**src/rtl/tri_pwm_mod.sv**
```systemverilog
module tri_pwm_mod #(
  parameter int CW = 10
) (
  input  logic          clk,
  input  logic          rst,
  input  logic [CW-1:0] mag_in,
  input  logic [CW-1:0] half_in,
  input  logic          lim_in,
  output logic          pwm_out,
  output logic          cycle_start,
  output logic          slope_up,
  output logic          range_good
);

  logic [CW-1:0] ramp;
  logic [CW-1:0] peak;
  logic          up;
  logic          blk;

  assign peak = (half_in == '0) ? '0 : half_in - 1'b1;

  always_ff @(posedge clk) begin
    if (rst) begin
      ramp <= '0;
      up   <= 1'b1;
      blk  <= 1'b0;
    end else if (up) begin
      blk <= 1'b0;
      if (ramp >= peak) up <= 1'b0;
      else ramp <= ramp + 1'b1;
    end else begin
      blk <= blk | lim_in;
      if (ramp == '0) up <= 1'b1;
      else ramp <= ramp - 1'b1;
    end
  end

  assign pwm_out     = !up && (ramp < mag_in) && !blk && !lim_in;
  assign cycle_start = up && (ramp == '0);
  assign slope_up    = up;
  assign range_good  = (mag_in != '0) && (mag_in <= peak);

endmodule


```
**config.mk**
```make
export PLATFORM = sky130hd
export DESIGN_NAME = tri_pwm_mod
export DESIGN_NICKNAME = d
export VERILOG_FILES = /design/src/rtl/tri_pwm_mod.sv
export SDC_FILE = /design/constraint.sdc
export NUM_CORES = 1
export LEC_CHECK = 0
export BUFFER_PORTS_ARGS = -buffer_cell sky130_fd_sc_hd__clkbuf_2
export CORE_ASPECT_RATIO = 0.9
export CORE_MARGIN = 8
export CORE_UTILIZATION = 62
export CTS_CLUSTER_SIZE = 12
export DETAILED_ROUTE_END_ITERATION = 12
export GPL_ROUTABILITY_DRIVEN = 0
export PLACE_DENSITY = 0.86
export SYNTH_ARGS = -nofsm -noshare
export SYNTH_HDL_FRONTEND = slang
export SYNTH_SLANG_ARGS = --single-unit
export TNS_END_PERCENT = 100
```
**constraint.sdc**
```tcl
create_clock -name clk -period 6.45 [get_ports clk]
set_clock_uncertainty 0.2 [all_clocks]
set_input_delay 0.3225 -clock clk [delete_from_list [all_inputs] [get_ports clk]]
set_output_delay 0.3225 -clock clk [all_outputs]
set_load 0.02 [all_outputs]
```
======== After elaboration in Yosys (flattened, before gate mapping) ========
Index checks and enable logic that the tools add are counted.
word-level totals
  logic and storage cells ................. 32
  output and inout bits ................... 4
  input bits .............................. 23
  flip-flop bits (word level) ............. 12
operators by class
  $lt $le $gt $ge ......................... 3
  add/sub/neg operators ................... 3
  muxes and demuxes ....................... 7
  eq/ne operators ......................... 2
  reduce and logical (&&, ||, !) cells .... 13
  bitwise gates (word level) .............. 1
operators by type and width
  kind                                                                  number
  10-bit 2-to-1 mux                                                     4
  10-bit zero test                                                      2
  10-bit by 1-bit subtractor with 10-bit output, second input constant  2
  10-bit by 1-bit adder with 10-bit output, second input constant       1
  10-bit >= comparator                                                  1
  10-bit <= comparator                                                  1
  10-bit less-than comparator                                           1
  10-bit nonzero test                                                   1
  1-bit logical AND                                                     5
  2-bit != test, second input constant                                  2
  1-bit zero test                                                       3
  1-bit 2-to-1 mux                                                      3
  2-bit AND reduction                                                   1
  2-bit OR reduction                                                    1
  1-bit OR                                                              1

======== Longest topological paths before layout ========
  depth after elaboration ................. 5
  mapped depth ............................ 15
  gate-level depth less buffers ........... 14

======== Worst setup path before layout ========
OpenSTA, ideal clock, no wires.
  path type ............................... in2out
  start point ............................. input half_in[0]
  end point ............................... output range_good
  required time ........................... 5927 ps
  buffers on the path ..................... 1
  stages on the path ...................... 14
  data arrival time ....................... 2833 ps
  path slack .............................. 3095 ps
  cell sequence ........................... inv_1 > ha_1 > nand2_1 > or2_2 > or3_1 > buf_2 > nand2b_1 > ha_1 > nor2b_1 > o21a_1 > o21a_1 > o21ai_0 > a21oi_1 > o21ai_0
between the ends
  longest elaborated chain between the ends .. 4
  elaborated cells on any way between the ends .. 5
  those cells by class .................... add/sub: 1; order compare: 1; mux: 1; reduce/logical: 2
ends and longest elaborated chain
  what                                                                               RTL line  text
  from (decl)                                                                        7         input logic [CW-1:0] half_in,
  10-bit by 1-bit subtractor with 10-bit output or 10-bit zero test (tied branches)  20        assign peak = (half_in == '0) ? '0 : half_in - 1'b1;
  10-bit 2-to-1 mux (*)                                                              20
  10-bit <= comparator (*)                                                           41        assign range_good = (mag_in != '0) && (mag_in <= peak);
  1-bit logical AND (*)                                                              41
  to (decl)                                                                          12        output logic range_good
Every way passes the cells marked *; elsewhere a longest branch is shown, timed or not.

======== Worst setup path in the final report ========
Ends and elaborated chain as after synthesis.

==> run summary <==
Post-detailed-route count of antenna-violating nets - 0
Adder and majority gate portion of the synthesized area - 28.2%
Fin cells - 288
Number of hold violations in the final report - 0
Count of inserted antenna diode cells - 0
Remaining global-route overflow - 0
Worst path buffer plus inverter count - 3
Capturing element type of the critical path - primary output
Area fraction in and, or, nand and nor cells after synthesis - 23.3%
Number of antenna violations at the first check in global routing - 0
Count of mapped cells out of synthesis - 221
Number of library cell types mapped by synthesis - 48
Final wirelength - 4160 µm
First drt pass iteration count - 4
Synth Warn # - 0
Row Count - 18
Initial core utilization - 64.5%
Top area cells in the synthesized netlist - sky130_fd_sc_hd__ha_1 27%, sky130_fd_sc_hd__dfxtp_1 14%, sky130_fd_sc_hd__nor2_1 5.8%
Total power per unit cell area - 149 nW/µm²
Number of buffers inserted by hold repair at cts - 0
Total Nets Final - 311
Placed insts - 284
Met3 Wirelength - 223 µm
Instance count along the most critical hold path - 3
Global-route wire length before repair - 6880 µm
Startpoint type of the worst setup path - input port
Post-CTS setup buffer count - 0
Via Count - 1,670
Setup repair after global routing missed its margin - no
Actual transition at the worst max-transition pin - 514 ps
Fin crit share - 55.6%
Synthesized area - 1760 µm²
Worst path depth - 15
Register-to-Register Path Depth - 8
Final number of max-transition violations - 0
Combinational family with the most area after synthesis - adder cells
Number of setup violations in the final report - 0
Via density per instance - 5.80
Required time of the worst setup path - 5930 ps
Area fraction in compound gates after synthesis - 19.5%
Top Metal Used - met4
Slowest cell on the critical path - sky130_fd_sc_hd__or3_1
Clock period minus worst slack - 3580 ps
Die area - 4790 µm²
Synth Area in XOR/XNOR - 5.48%
Routed len/inst - 14.4 µm
Clock latency on the worst-skew pair - 280 ps
Number of maximum-capacitance violations - 0
Worst min-delay path class - in2reg
Detailed Place HPWL - 3510 µm
Worst path max stage delay - 480 ps
CTS Root Buffer Type - sky130_fd_sc_hd__clkbuf_4
# IOs - 27
Clock buffer count from CTS - 3
Floorplan die width - 72.1 µm
Part of the Yosys area used for sequential elements - 13.7%
Overall Global Routing Usage - 17.6%
Max H-tree Level - 1
Share of post-route cells with drive strength above 1 - 16.5%
Number of buffers inserted by port buffering - 26
Crit path max-delay family - simple AND/OR/NAND/NOR gates
Series of cell instances along the critical path - clkbuf_2, inv_1, ha_1, nand2_1, or2_2, or3_1, nand2b_1, ha_1, nor2b_1, o21a_1, o21a_1, o21ai_0, a21oi_1, o21ai_0, clkbuf_2
Via count of the first global-routing pass - 1,573
Highest attainable clock frequency - 279 MHz
TritonCTS clock tree - built
P&R area growth vs syn - 11.4%
Routed wl met2 - 1880 µm
Clk pin slew, worst setup/hold paths - 80 ps
Largest voltage drop on the vdd net - 98.5 µV
Synth area leader - sky130_fd_sc_hd__ha_1
Synthesized net count - 283
Post-CTS Resized - 0
Relative slew slack - 65.4%
Leak pwr - 0.00102 µW
Core outline area - 2730 µm²
Maximum net fanout on the critical path - 8
Routed metal-1 wirelength - 2020 µm
Category of the most critical setup path - in2out
Share of the synthesized area in the top cell type - 27.1%
Total of flip-flops plus latches after synthesis - 12
Fraction of synthesized area in multiplexers - 5.27%
Count of clock tree sinks - 12
Worst Hold Margin - 134 ps
Largest net degree at the start of global routing - 14
Y dimension of the die - 66.5 µm
Syn avg cell area - 7.95 µm²
TNS Setup - 0 ps
Status - finished, final reports clean
WP data arrival - 3060 ps
Iteration-0 DRC count of the detailed router - 98
Deepest clock path buffer count - 2
Final routed DRC violation total - 0
[path summary, 6_finish.rpt]
check / end / startpoint / slack, ps
setup / recovery: range_good / half_in[0] / 2870
hold / removal: blk / lim_in / 130
setup reg to reg: ramp[9] / slope_up / 3650
hold reg to reg: blk / blk / 340
[through the flow]
| step | utilization [%] | instance area (µm²) | total power, µW | setup slack, ps |
|---|---|---|---|---|
| 3_5_place_dp | 70.5 | 1920 | 229 | 2760 |
| 5_1_grt | 71.8 | 1960 | 313 | 2670 |
| 4_1_cts | 71.8 | 1960 | 290 | 2890 |
| 3_3_place_gp | 70.5 | 1920 | 225 | 2880 |
| 6_report | 71.8 | 1960 | 291 | 2870 |
| 2_1_floorplan | - | 1760 | 189 | 3090 |
[cell usage in the layout, fill, tap and decap left out, types with 2 or more instances in the layout]
cell / count
sky130_fd_sc_hd__a211oi_1: 6
sky130_fd_sc_hd__nor2_1: 27
sky130_fd_sc_hd__nand2b_1: 3
sky130_fd_sc_hd__ha_1: 38
sky130_fd_sc_hd__o21bai_1: 3
sky130_fd_sc_hd__a21oi_1: 8
sky130_fd_sc_hd__nand2_1: 19
sky130_fd_sc_hd__o211ai_1: 2
sky130_fd_sc_hd__dfxtp_1: 12
sky130_fd_sc_hd__xnor2_1: 6
sky130_fd_sc_hd__o21ai_0: 10
sky130_fd_sc_hd__clkbuf_4: 3
sky130_fd_sc_hd__a21o_1: 4
sky130_fd_sc_hd__xor2_1: 5
sky130_fd_sc_hd__nand4_1: 4
sky130_fd_sc_hd__nand3_1: 5
sky130_fd_sc_hd__clkbuf_2: 26
sky130_fd_sc_hd__nor4_1: 5
sky130_fd_sc_hd__inv_1: 16
sky130_fd_sc_hd__nor3_1: 5
sky130_fd_sc_hd__or3_1: 2
sky130_fd_sc_hd__mux2i_1: 7
sky130_fd_sc_hd__nor2b_1: 3
sky130_fd_sc_hd__o21a_1: 4
sky130_fd_sc_hd__a2111oi_0: 2
[registers in the layout, summed over array words and instances, names as in the netlist]
| register | cells |
|---|---|
| blk | 1 |
| slope_up | 1 |
| ramp | 10 |
[synth_stat cells, drive strengths merged]
master / number
nand2b: 3
nand4: 4
o31ai: 1
xor2: 5
nand3: 5
dfxtp: 12
xnor2: 6
a2111oi: 2
a41oi: 1
mux2: 2
a21oi: 9
buf: 2
a21boi: 1
or3: 3
o21a: 4
ha: 38
o32ai: 1
nand2: 19
o21bai: 3
a21o: 5
a31oi: 1
or2: 1
a211o: 1
nor2b: 3
or4: 1
a211oi: 7
fa: 1
nor4: 6
nor3: 5
nor3b: 1
mux2i: 7
clkbuf: 1
o211ai: 2
o41ai: 1
inv: 17
o21ai: 10
and2: 1
nor4b: 2
nor2: 27
[logic make-up (layout without fill, tap and decap cells)]
| family | after synthesis | after routing |
|---|---|---|
| buffers and inverters | 20 | 47 |
| adder cells (fa/ha/maj) | 39 | 39 |
| flip-flops | 12 | 12 |
| multiplexers | 9 | 9 |
| AND/OR/NAND/NOR | 81 | 81 |
| AO/OA/AOI/OAI | 49 | 49 |
| XOR/XNOR | 11 | 11 |
[layer usage]
metal	track usage (%)	vias to the layer above
met5	0	-
met4	3.56	0
met3	3.90	4
met2	28.6	40
met1	23.2	755
li1	-	871
[worst min-delay path, stage by stage]
cell and delay, ps:
sky130_fd_sc_hd__clkbuf_2 80, sky130_fd_sc_hd__nor2_1 40, sky130_fd_sc_hd__nor3_1 130
[area by class of cell]
class | count | area (µm²)
clock buffers | 4 | 36.3
fillers | 246 | 768
inverters | 17 | 63.8
multi-input cells | 189 | 1440
flip-flops and latches | 12 | 240
well taps | 40 | 50.0
repair buffers | 26 | 130
[where the power goes]
part	total [µW]	leakage, µW	internal (µW)	switching, µW
Sequential	93.9	0.0000975	81.1	12.8
Combinational	135	0.000906	60.6	74.1
Clock	62.4	0.0000210	34.4	28.0
Total	291	0.00102	176	115
No activity file was read; power rests on OpenSTA's default activity.
